==> src/rtl/acc_exec_pkg.sv <==
package acc_exec_pkg;

    typedef enum logic [3:0] {
        OP_NOP   = 4'd0,
        OP_LOAD  = 4'd1,
        OP_STORE = 4'd2,
        OP_CLRST = 4'd3,
        OP_STADR = 4'd4,
        OP_STRET = 4'd5,
        OP_JUMP  = 4'd6,
        OP_JNEG  = 4'd7,
        OP_ADD   = 4'd8,
        OP_SUB   = 4'd9,
        OP_AND   = 4'd10,
        OP_HALT  = 4'd11
    } op_e;

    typedef enum logic [1:0] {
        ST_IDLE,
        ST_FETCH,
        ST_WBACK,
        ST_STOPPED
    } state_e;

    typedef enum logic [1:0] {
        ALU_PASS,
        ALU_ADD,
        ALU_SUB,
        ALU_AND
    } alu_e;

    function automatic logic op_reads(op_e o);
        return (o == OP_LOAD) || (o == OP_ADD) || (o == OP_SUB) ||
               (o == OP_AND) || (o == OP_STADR) || (o == OP_STRET);
    endfunction

    function automatic logic op_rmw(op_e o);
        return (o == OP_STADR) || (o == OP_STRET);
    endfunction

endpackage

==> src/rtl/acc_alu.sv <==
module acc_alu
    import acc_exec_pkg::*;
#(
    parameter int DW = 32
) (
    input  logic [DW-1:0] a,
    input  logic [DW-1:0] b,
    input  alu_e          sel,
    output logic [DW-1:0] y,
    output logic          ovf
);
    always_comb begin
        y   = b;
        ovf = 1'b0;
        unique case (sel)
            ALU_PASS: y = b;
            ALU_ADD: begin
                y   = a + b;
                ovf = (a[DW-1] == b[DW-1]) && (y[DW-1] != a[DW-1]);
            end
            ALU_SUB: begin
                y   = a - b;
                ovf = (a[DW-1] != b[DW-1]) && (y[DW-1] != a[DW-1]);
            end
            ALU_AND: y = a & b;
        endcase
    end
endmodule

==> src/rtl/acc_flow.sv <==
module acc_flow
    import acc_exec_pkg::*;
#(
    parameter int AW  = 12,
    parameter int NSW = 4
) (
    input  op_e           op,
    input  logic [AW-1:0] ea,
    input  logic [AW-1:0] pc,
    input  logic          acc_neg,
    input  logic          isign,
    input  logic          xfer_sw,
    input  logic [NSW-1:0] bp_sw,
    output logic [AW-1:0] pc_next,
    output logic          halt_req
);
    localparam int SEL_LSB = AW - NSW;

    logic [NSW-1:0] hit;
    logic [AW-1:0]  pc_seq;
    logic           taken;

    for (genvar i = 0; i < NSW; i++) begin : g_sw
        assign hit[i] = ea[SEL_LSB+i] & bp_sw[i];
    end

    assign pc_seq = pc + AW'(1);

    always_comb begin
        taken = 1'b0;
        if (op == OP_JUMP) taken = 1'b1;
        else if (op == OP_JNEG) taken = acc_neg | (isign & xfer_sw);
    end

    assign pc_next  = taken ? ea : pc_seq;
    assign halt_req = (op == OP_HALT) && !(|hit);
endmodule

==> src/rtl/acc_merge.sv <==
module acc_merge #(
    parameter int DW      = 32,
    parameter int AW      = 12,
    parameter int FLD_LSB = 2
) (
    input  logic [DW-1:0] word,
    input  logic [AW-1:0] fld,
    output logic [DW-1:0] y
);
    localparam logic [DW-1:0] FMASK = {{(DW-AW){1'b0}}, {AW{1'b1}}} << FLD_LSB;

    logic [DW-1:0] fld_w;
    assign fld_w = {{(DW-AW){1'b0}}, fld} << FLD_LSB;
    assign y     = (word & ~FMASK) | fld_w;
endmodule

==> src/rtl/acc_exec_unit.sv <==
module acc_exec_unit
    import acc_exec_pkg::*;
#(
    parameter int DW      = 32,
    parameter int AW      = 12,
    parameter int FLD_LSB = 2,
    parameter int NSW     = 4
) (
    input  logic          clk,
    input  logic          rst_n,
    input  logic          issue_valid,
    input  logic [3:0]    issue_op,
    input  logic [AW-1:0] issue_addr,
    input  logic          issue_sign,
    input  logic          xfer_sw,
    input  logic [NSW-1:0] bp_sw,
    input  logic          ovf_clr,
    output logic          mem_req,
    output logic          mem_we,
    output logic [AW-1:0] mem_addr,
    output logic [DW-1:0] mem_wdata,
    input  logic [DW-1:0] mem_rdata,
    output logic [DW-1:0] acc,
    output logic [AW-1:0] pc,
    output logic          ovf,
    output logic          busy,
    output logic          halted
);
    state_e        state_q, state_d;
    op_e           op_q, cur_op;
    logic [AW-1:0] ea_q, cur_ea;
    logic [DW-1:0] acc_q, wbuf_q;
    logic [AW-1:0] pc_q, pc_next, pc_ret, merge_fld;
    logic          ovf_q, ovf_set, halt_req, accept;
    alu_e          alu_sel;
    logic [DW-1:0] alu_y, merged;
    logic          alu_ovf;

    assign accept = issue_valid && (state_q == ST_IDLE);
    assign cur_op = (state_q == ST_IDLE) ? op_e'(issue_op) : op_q;
    assign cur_ea = (state_q == ST_IDLE) ? issue_addr : ea_q;
    assign pc_ret = pc_q + AW'(1);

    always_comb begin
        unique case (op_q)
            OP_ADD:  alu_sel = ALU_ADD;
            OP_SUB:  alu_sel = ALU_SUB;
            OP_AND:  alu_sel = ALU_AND;
            default: alu_sel = ALU_PASS;
        endcase
    end

    assign merge_fld = (op_q == OP_STRET) ? pc_ret : acc_q[FLD_LSB +: AW];
    assign ovf_set   = (state_q == ST_FETCH) && !op_rmw(op_q) && alu_ovf;

    acc_alu #(.DW(DW)) alu_i (
        .a(acc_q), .b(mem_rdata), .sel(alu_sel), .y(alu_y), .ovf(alu_ovf)
    );

    acc_flow #(.AW(AW), .NSW(NSW)) flow_i (
        .op(cur_op), .ea(cur_ea), .pc(pc_q), .acc_neg(acc_q[DW-1]),
        .isign(issue_sign), .xfer_sw(xfer_sw), .bp_sw(bp_sw),
        .pc_next(pc_next), .halt_req(halt_req)
    );

    acc_merge #(.DW(DW), .AW(AW), .FLD_LSB(FLD_LSB)) merge_i (
        .word(mem_rdata), .fld(merge_fld), .y(merged)
    );

    // next-state logic
    always_comb begin
        state_d = state_q;
        unique case (state_q)
            ST_IDLE: begin
                if (accept) begin
                    if (op_reads(cur_op))  state_d = ST_FETCH;
                    else if (halt_req)     state_d = ST_STOPPED;
                end
            end
            ST_FETCH:   state_d = op_rmw(op_q) ? ST_WBACK : ST_IDLE;
            ST_WBACK:   state_d = ST_IDLE;
            ST_STOPPED: state_d = ST_STOPPED;
        endcase
    end

    // state register
    always_ff @(posedge clk) begin
        if (!rst_n) state_q <= ST_IDLE;
        else        state_q <= state_d;
    end

    // outputs
    always_comb begin
        mem_req   = 1'b0;
        mem_we    = 1'b0;
        mem_addr  = cur_ea;
        mem_wdata = acc_q;
        busy      = 1'b0;
        halted    = 1'b0;
        unique case (state_q)
            ST_IDLE: begin
                if (accept) begin
                    if (op_reads(cur_op)) begin
                        mem_req = 1'b1;
                    end else if (cur_op == OP_STORE || cur_op == OP_CLRST) begin
                        mem_req = 1'b1;
                        mem_we  = 1'b1;
                    end
                end
            end
            ST_FETCH: busy = 1'b1;
            ST_WBACK: begin
                busy      = 1'b1;
                mem_req   = 1'b1;
                mem_we    = 1'b1;
                mem_wdata = wbuf_q;
            end
            ST_STOPPED: halted = 1'b1;
        endcase
    end

    // datapath registers
    always_ff @(posedge clk) begin
        if (!rst_n) begin
            acc_q  <= '0;
            pc_q   <= '0;
            ovf_q  <= 1'b0;
            op_q   <= OP_NOP;
            ea_q   <= '0;
            wbuf_q <= '0;
        end else begin
            ovf_q <= (ovf_q & ~ovf_clr) | ovf_set;
            unique case (state_q)
                ST_IDLE: begin
                    if (accept) begin
                        op_q <= cur_op;
                        ea_q <= issue_addr;
                        if (!op_reads(cur_op)) pc_q <= pc_next;
                        if (cur_op == OP_CLRST) acc_q <= '0;
                    end
                end
                ST_FETCH: begin
                    if (op_rmw(op_q)) begin
                        wbuf_q <= merged;
                    end else begin
                        acc_q <= alu_y;
                        pc_q  <= pc_next;
                    end
                end
                ST_WBACK:   pc_q <= pc_next;
                ST_STOPPED: ;
            endcase
        end
    end

    assign acc = acc_q;
    assign pc  = pc_q;
    assign ovf = ovf_q;
endmodule

==> config.mk <==
export PLATFORM = sky130hd
export DESIGN_NAME = acc_exec_unit
export DESIGN_NICKNAME = d
export VERILOG_FILES = /design/src/rtl/acc_exec_pkg.sv /design/src/rtl/acc_alu.sv /design/src/rtl/acc_flow.sv /design/src/rtl/acc_merge.sv /design/src/rtl/acc_exec_unit.sv
export SDC_FILE = /design/constraint.sdc
export NUM_CORES = 1
export LEC_CHECK = 0
export BUFFER_PORTS_ARGS = -buffer_cell sky130_fd_sc_hd__buf_2
export CAP_MARGIN = 15
export CORE_ASPECT_RATIO = 1.2
export CORE_UTILIZATION = 53
export CTS_CLUSTER_DIAMETER = 60
export DETAILED_ROUTE_END_ITERATION = 12
export GPL_TIMING_DRIVEN = 0
export PLACE_DENSITY = 0.79
export SLEW_MARGIN = 25
export SYNTH_ARGS = -nofsm -noshare
export SYNTH_HDL_FRONTEND = slang
export SYNTH_SLANG_ARGS = --single-unit
==> constraint.sdc <==
create_clock -name clk -period 3.7 [get_ports clk]
set_input_delay 1.11 -clock clk [delete_from_list [all_inputs] [get_ports clk]]
set_output_delay 1.11 -clock clk [all_outputs]
set_load 0.02 [all_outputs]
==> impl_results.md, run 1 <==
- Vias in the first global route: 9476
- Worst Tran Pin Value: 0.952 ns
- Clock root buffer: clkbuf_16
- # setup viols final: 0
- Cell Area, Synth: 8990 um^2
- Synthesized area per cell: 7.32 um^2
- Layout cell share with drive strength beyond 1: 21.1%
- Global-route wire length before repair: 51.7 mm
- Final Critical Period: 3.69 ns
- Post-Place Cells: 1589
- Clock transition at path regs: 0.07 ns
- PwrDens: 505 nW/um^2
- Sw Ratio: 48.1%
- Num CTS Buffers: 9
- Initial Util: 54.8%
- Final HPWL DP: 25.8 mm
- Asr flop ratio synth: 0%
- Row cnt: 51
- Longest Clk Path Bufs: 2
- Yosys top cell area share: 21.2%
- Post-layout util: 64.3%
- VDD IR-drop max: 386 uV
- Final std cells w/o fill: 1606
- Worst EP required: 3.99 ns
- Ports: 151
- Die Span Y: 145 um
- Post-Syn Instances: 1228
- Iter 0 DRT Violations: 968
- Total GRT Usage: 38.4%
- Fin nets: 1522
- Clock Power Share: 19.4%
- Port buffer count: 149
- Top cells by count, synth: 166 x a21oi_1, 160 x nand2_1, 95 x dfxtp_1
- Latest clock arrival within the worst-skew pair: 0.36 ns
- Synth top area cells: dfxtp_1 21%, ha_1 10%, a21oi_1 9.2%
- Placed inst area: 10000 um^2
- Placer Congestion: 0.989
- Top_reg_cell synth: dfxtp_1
- Yosys cell types: 79
- Remaining global-route overflow: 0
- Average wire per standard cell: 21.1 um
- Residual DRC: 0
- Mapped Nets: 1361
- Largest net degree at the start of global routing: 17
- Initial antenna violation count: 0
- Fill cells: 1514
- Router iterations before antenna repair: 6
- Finished Cell Area: 10600 um^2
- Most frequent cell after synthesis: a21oi_1
- Max Slew Vio Count: 0
- Core ar.: 16400 um^2
- Max-cap violations: 0
- Layout area overhead: 17.4%
- Clock Skew: 0.00948 ns
- WL final: 33.9 mm
- RSZ-0062 raised after global routing: yes
- Die area: 17500 um^2
- Crit path DAT: 3.98 ns
- Share of power burned in registers: 24.7%
- Leakage power: 4.69 nW
- Vias/cell: 6.37
- Sequential area share after synthesis: 21.2%
- Routed Antenna Nets: 0
- Run status: finished clean
- Clock sink count: 95
- Overall Power: 0.00532 W
- Max FO, Critical Path: 10
- Combinational fraction of design power: 55.8%
- Synth area leader: dfxtp_1
- Cts-stage hold buffer count: 0
- Yosys reg bits: 95
- Fmax: 271 MHz
- CTS tree: built
- Crit share post-route: 99.8%
- Chip width: 121 um
- H-tree depth: 3
- Worst Setup Start Kind: input port
- EDFF count, synth: 0
- Critical path class: input port to flip-flop
- Via count: 10200
- Slew headroom: 36.5%
- Hold WC Path Type: flip-flop to flip-flop
- Pint: 0.00276 W
- Hold violation total from the final report: 0
- Yosys warns: 0
- Crit. End Element: flip-flop
- P_sw: 0.00256 W
- Ant. Diodes: 0
- Min Hold Slack: 0.455 ns
[registers in the layout (all words and copies together) (netlist names)]
register	cells
ea_q	12
op_q	4
state_q	2
acc	32
wbuf_q	32
ovf	1
pc	12
[per-layer routing]
layer	vias up	track usage, %	share of wire (%)
li1	4777	-	-
met1	4777	44.7	39
met2	540	66.0	47
met3	135	6.03	7.5
met4	0	24.3	6.0
met5	-	0	0
[final timing paths]
kind	startpoint	endpoint	slack, ns	depth (start not counted)
worst max register to register	op_q[0]	acc[0]	0.14	11
worst max-delay path	mem_rdata[9]	ovf	0.008	13
worst min register to register	wbuf_q[20]	wbuf_q[20]	0.45	2
worst min-delay path	wbuf_q[20]	wbuf_q[20]	0.45	2
[final cells by class]
type | count | area (um^2) | area share (%)
buffer | 75 | 338 | 3.20
multi-input combinational | 977 | 6650 | 63.0
clock buffer | 11 | 253 | 2.40
clock inverter | 5 | 61.3 | 0.581
sequential | 95 | 1900 | 18.0
timing repair buffer | 156 | 798 | 7.57
tap | 212 | 265 | 2.51
inverter | 75 | 282 | 2.67
[metrics by stage]
stage               setup WS [ns]  setup TNS, ns
finish                    0.00799              0
detailed placement         -0.675          -9.06
global route               -0.120         -0.247
global placement           -0.661          -8.62
CTS                       0.00390              0
floorplan                 0.00216              0
[cell usage in the layout, fill, tap and decap left out, types with 13 or more instances in the layout]
cell / netlist / layout
a211oi_1: 15 / 14
a21o_1: 22 / 22
a21oi_1: 166 / 163
a221oi_1: 24 / 21
buf_2: 4 / 153
clkbuf_1: 67 / 53
dfxtp_1: 95 / 95
ha_1: 73 / 71
inv_1: 73 / 71
mux2_2: 44 / 44
mux2i_1: 13 / 13
nand2_1: 160 / 159
nand3_1: 17 / 17
nor2_1: 78 / 77
nor2b_1: 19 / 19
nor3_1: 18 / 17
o211ai_1: 13 / 13
o21ai_0: 72 / 67
o21bai_1: 14 / 14
o221ai_1: 16 / 16
xnor2_1: 20 / 20
xor2_1: 13 / 13
[kinds of logic (layout without fill, tap and decap cells)]
logic type                 Yosys count  in the layout  synth area share, %
AOI/OAI and AO/OA                  436            436                 31.3
xor gates and xnor gates            33             33                 3.22
adders and majority gates           75             75                 10.6
buffers and inverters              156            322                 6.93
DFF                                 95             95                 21.2
muxes                               58             58                 7.21
and+or+nand+nor                    375            375                 19.6
[power groups by stage]
stage	clock network (W)	logic [W]	registers, W
floorplan	0	0.00188	0.00138
global placement	0	0.00278	0.00133
detailed placement	0	0.00280	0.00133
CTS	0.00104	0.00286	0.00131
global route	0.00107	0.00318	0.00134
finish	0.00103	0.00297	0.00132
[timing repair]
| item | CTS | global route |
|---|---|---|
| pin swaps | 9 | 9 |
| resized for setup | 29 | 27 |
| setup buffers | 2 | 5 |
| gates cloned | 0 | 0 |
| endpoints found under the setup margin | 49 | 34 |
[critical path: stages]
cell	delay [ns]
buf_2	0.09
inv_1	0.06
ha_1	0.33
buf_4	0.18
nor2_1	0.09
a211oi_1	0.28
o221ai_1	0.20
o21ai_2	0.22
a21oi_2	0.11
a2111o_2	0.50
a21o_1	0.19
mux4_2	0.47
o21ai_1	0.16
(Power assumes the default switching activity.)
==> run 2, diff against run 1 <==
- CORE_UTILIZATION: 53 -> 35
- PLACE_DENSITY: 0.79 -> 0.56
==> run 2 against run 1 <==
- sequential share of layout area shrank 0.60 points
- clock power about the same
- largest power group unchanged
- non-clock buffer count rose by 12
- cell count up 7.8%
- fmax increased by 1.4%
- largest cell class unchanged
- register-to-register slack gained 0.05 ns
- power up 2.2%
==> impl_results.md, run 2 (same netlist as run 1, synthesis figures left out) <==
- Finished Cell Area: 10900 um^2 (+3.4%)
- # setup viols final: 0 (unchanged)
- Reg-to-reg slack, setup: 0.19 ns (+0.05 ns)
- Hold violation total from the final report: 0 (unchanged)
- Clock transition at path regs: 0.08 ns (about the same)
- Commonest cells after routing, fill and taps aside: 164 x a21oi_1, 159 x nand2_1, 148 x buf_2
- Crit path DAT: 3.94 ns (-0.04 ns)
- Clock sink count: 95 (unchanged)
- Router iterations before antenna repair: 6 (unchanged)
- Max Slew Vio Count: 0 (unchanged)
- Routed Antenna Nets: 0 (unchanged)
- Ant. Diodes: 0 (unchanged)
- Most common cell after layout, fill and taps aside: a21oi_1
- Die area: 26300 um^2 (+51%)
- Reg2Reg Capture Point: acc[30]
- Slew headroom: 36.1% (-0.42 points)
- PwrDens: 499 nW/um^2 (-1.2%)
- Crit. End Element: flip-flop
- VDD IR-drop max: 284 uV (-27%)
- Final HPWL DP: 27.8 mm (+7.9%)
- Port buffer count: 149 (unchanged)
- Placer Congestion: 0.949 (-4.0%)
- Placed inst area: 10100 um^2 (+1.4%)
- Num CTS Buffers: 9 (unchanged)
- CTS tree: built
- Crit. Startpoint: mem_rdata[16]
- Hold WC Path Type: flip-flop to flip-flop
- Fmax: 275 MHz (+1.4%)
- Total GRT Usage: 27.2% (-11 points)
- Fill cells: 2664 (+76%)
- Row cnt: 63 (+24%)
- Critical path class: input port to flip-flop
- Longest Clk Path Bufs: 2 (unchanged)
- Run status: finished clean
- Largest net degree at the start of global routing: 20 (+3)
- R2R depth: 11 (unchanged)
- Average wire per standard cell: 21.0 um (-0.36%)
- Fin nets: 1534 (+0.79%)
- Final Critical Period: 3.64 ns (-0.0499 ns)
- Leakage power: 4.78 nW (+1.9%)
- Clock Skew: 0.0133 ns (+0.00381 ns)
- Initial antenna violation count: 0 (unchanged)
- Iter 0 DRT Violations: 630 (-35%)
- Ports: 151 (unchanged)
- CP endpoint: ovf
- Via count: 9972 (-2.5%)
- Clock root buffer: clkbuf_16
- Post-layout util: 43.7% (-21 points)
- Layout cell share with drive strength beyond 1: 22.8% (+1.7 points)
- H-tree depth: 3 (unchanged)
- Die Span Y: 178 um (+23%)
- Min Hold Slack: 0.455 ns (-0.000357 ns)
- Residual DRC: 0 (unchanged)
- Crit share post-route: 98.4% (-1.3 points)
- FF-to-FF Start: op_q[0]
- Initial Util: 36.0% (-19 points)
- Layout area overhead: 21.4%
- Max FO, Critical Path: 10 (unchanged)
- Remaining global-route overflow: 0 (unchanged)
- Worst Setup Start Kind: input port
- Global-route wire length before repair: 54.6 mm (+5.7%)
- Worst Tran Pin Value: 0.958 ns (+0.00623 ns)
- Chip width: 148 um (+23%)
- Core ar.: 25000 um^2 (+52%)
- Worst EP required: 4.00 ns (about the same)
- Vias in the first global route: 9307 (-1.8%)
- Vias/cell: 5.76 (-9.6%)
- Setup TNS: 0 ns (unchanged)
- WL final: 36.4 mm (+7.4%)
- Latest clock arrival within the worst-skew pair: 0.37 ns (about the same)
- Cts-stage hold buffer count: 0 (unchanged)
- Overall Power: 0.00544 W (+2.2%)
- Max-cap violations: 0 (unchanged)
## run 2: cell types whose count changed in the layout (fill, tap and decap cells not counted), sizes merged
| cell | previous run | this run |
|---|---|---|
| clkinv | 3 | 4 |
| buf | 167 | 180 |
| inv | 76 | 77 |
| clkbuf | 75 | 72 |
## run 2: power by group
group | switching (W) | internal [W]
Clock | 0.000512 | 0.000549
Sequential | 0.000172 | 0.00115
Combinational | 0.00197 | 0.00109
Total | 0.00265 | 0.00279
## run 2: how the worst min path moves through the flow
stage	start	to	slack (ns)	cells after the start
finish	wbuf_q[20]	wbuf_q[20]	0.45	2
CTS	wbuf_q[24]	wbuf_q[24]	0.46	2
global placement	wbuf_q[4]	wbuf_q[4]	0.44	2
floorplan	wbuf_q[4]	wbuf_q[4]	0.43	2
global route	wbuf_q[0]	wbuf_q[0]	0.47	2
detailed placement	wbuf_q[15]	wbuf_q[15]	0.44	2
## run 2: layout make-up
cell class / count / area [um^2] / share of cell area, %
sequential: 95 / 1900 / 17.4
tap: 325 / 407 / 3.73
clock inverter: 7 / 100 / 0.917
multi-input combinational: 977 / 6730 / 61.7
timing repair buffer: 168 / 903 / 8.28
inverter: 75 / 284 / 2.60
buffer: 75 / 363 / 3.33
clock buffer: 9 / 225 / 2.06
## run 2: critical path: stages
cell and delay, ns:
buf_2 0.10, inv_1 0.05, ha_1 0.34, clkbuf_1 0.46, nand4_1 0.25, a2111o_1 0.41, a2111oi_4 0.43, o21ai_1 0.14
mux4_2 0.52, o21ai_1 0.13
## run 2: metal layers
metal / global-route usage (%) / part of all wire [%] / up-vias
met1: 33.8 / 43 / 4757
met4: 11.2 / 3.5 / 0
met2: 46.7 / 48 / 365
met5: 0 / 0 / -
met3: 4.19 / 5.7 / 67
li1: - / - / 4783
## run 2: stage by stage
step	setup slack, ns	instances
final	0.0579	1731
after detailed placement	-0.710	1702
after floorplan	0.00216	1228
after CTS	-0.0198	1719
after global placement	-0.703	1702
after global routing	-0.0321	1731
## run 2: repair_timing
action	4_1_cts	5_1_grt
pin swaps	7	24
buffers inserted	3	16
setup endpoints to repair	55	25
endpoints found under the hold margin	0	0
resized for setup	31	60
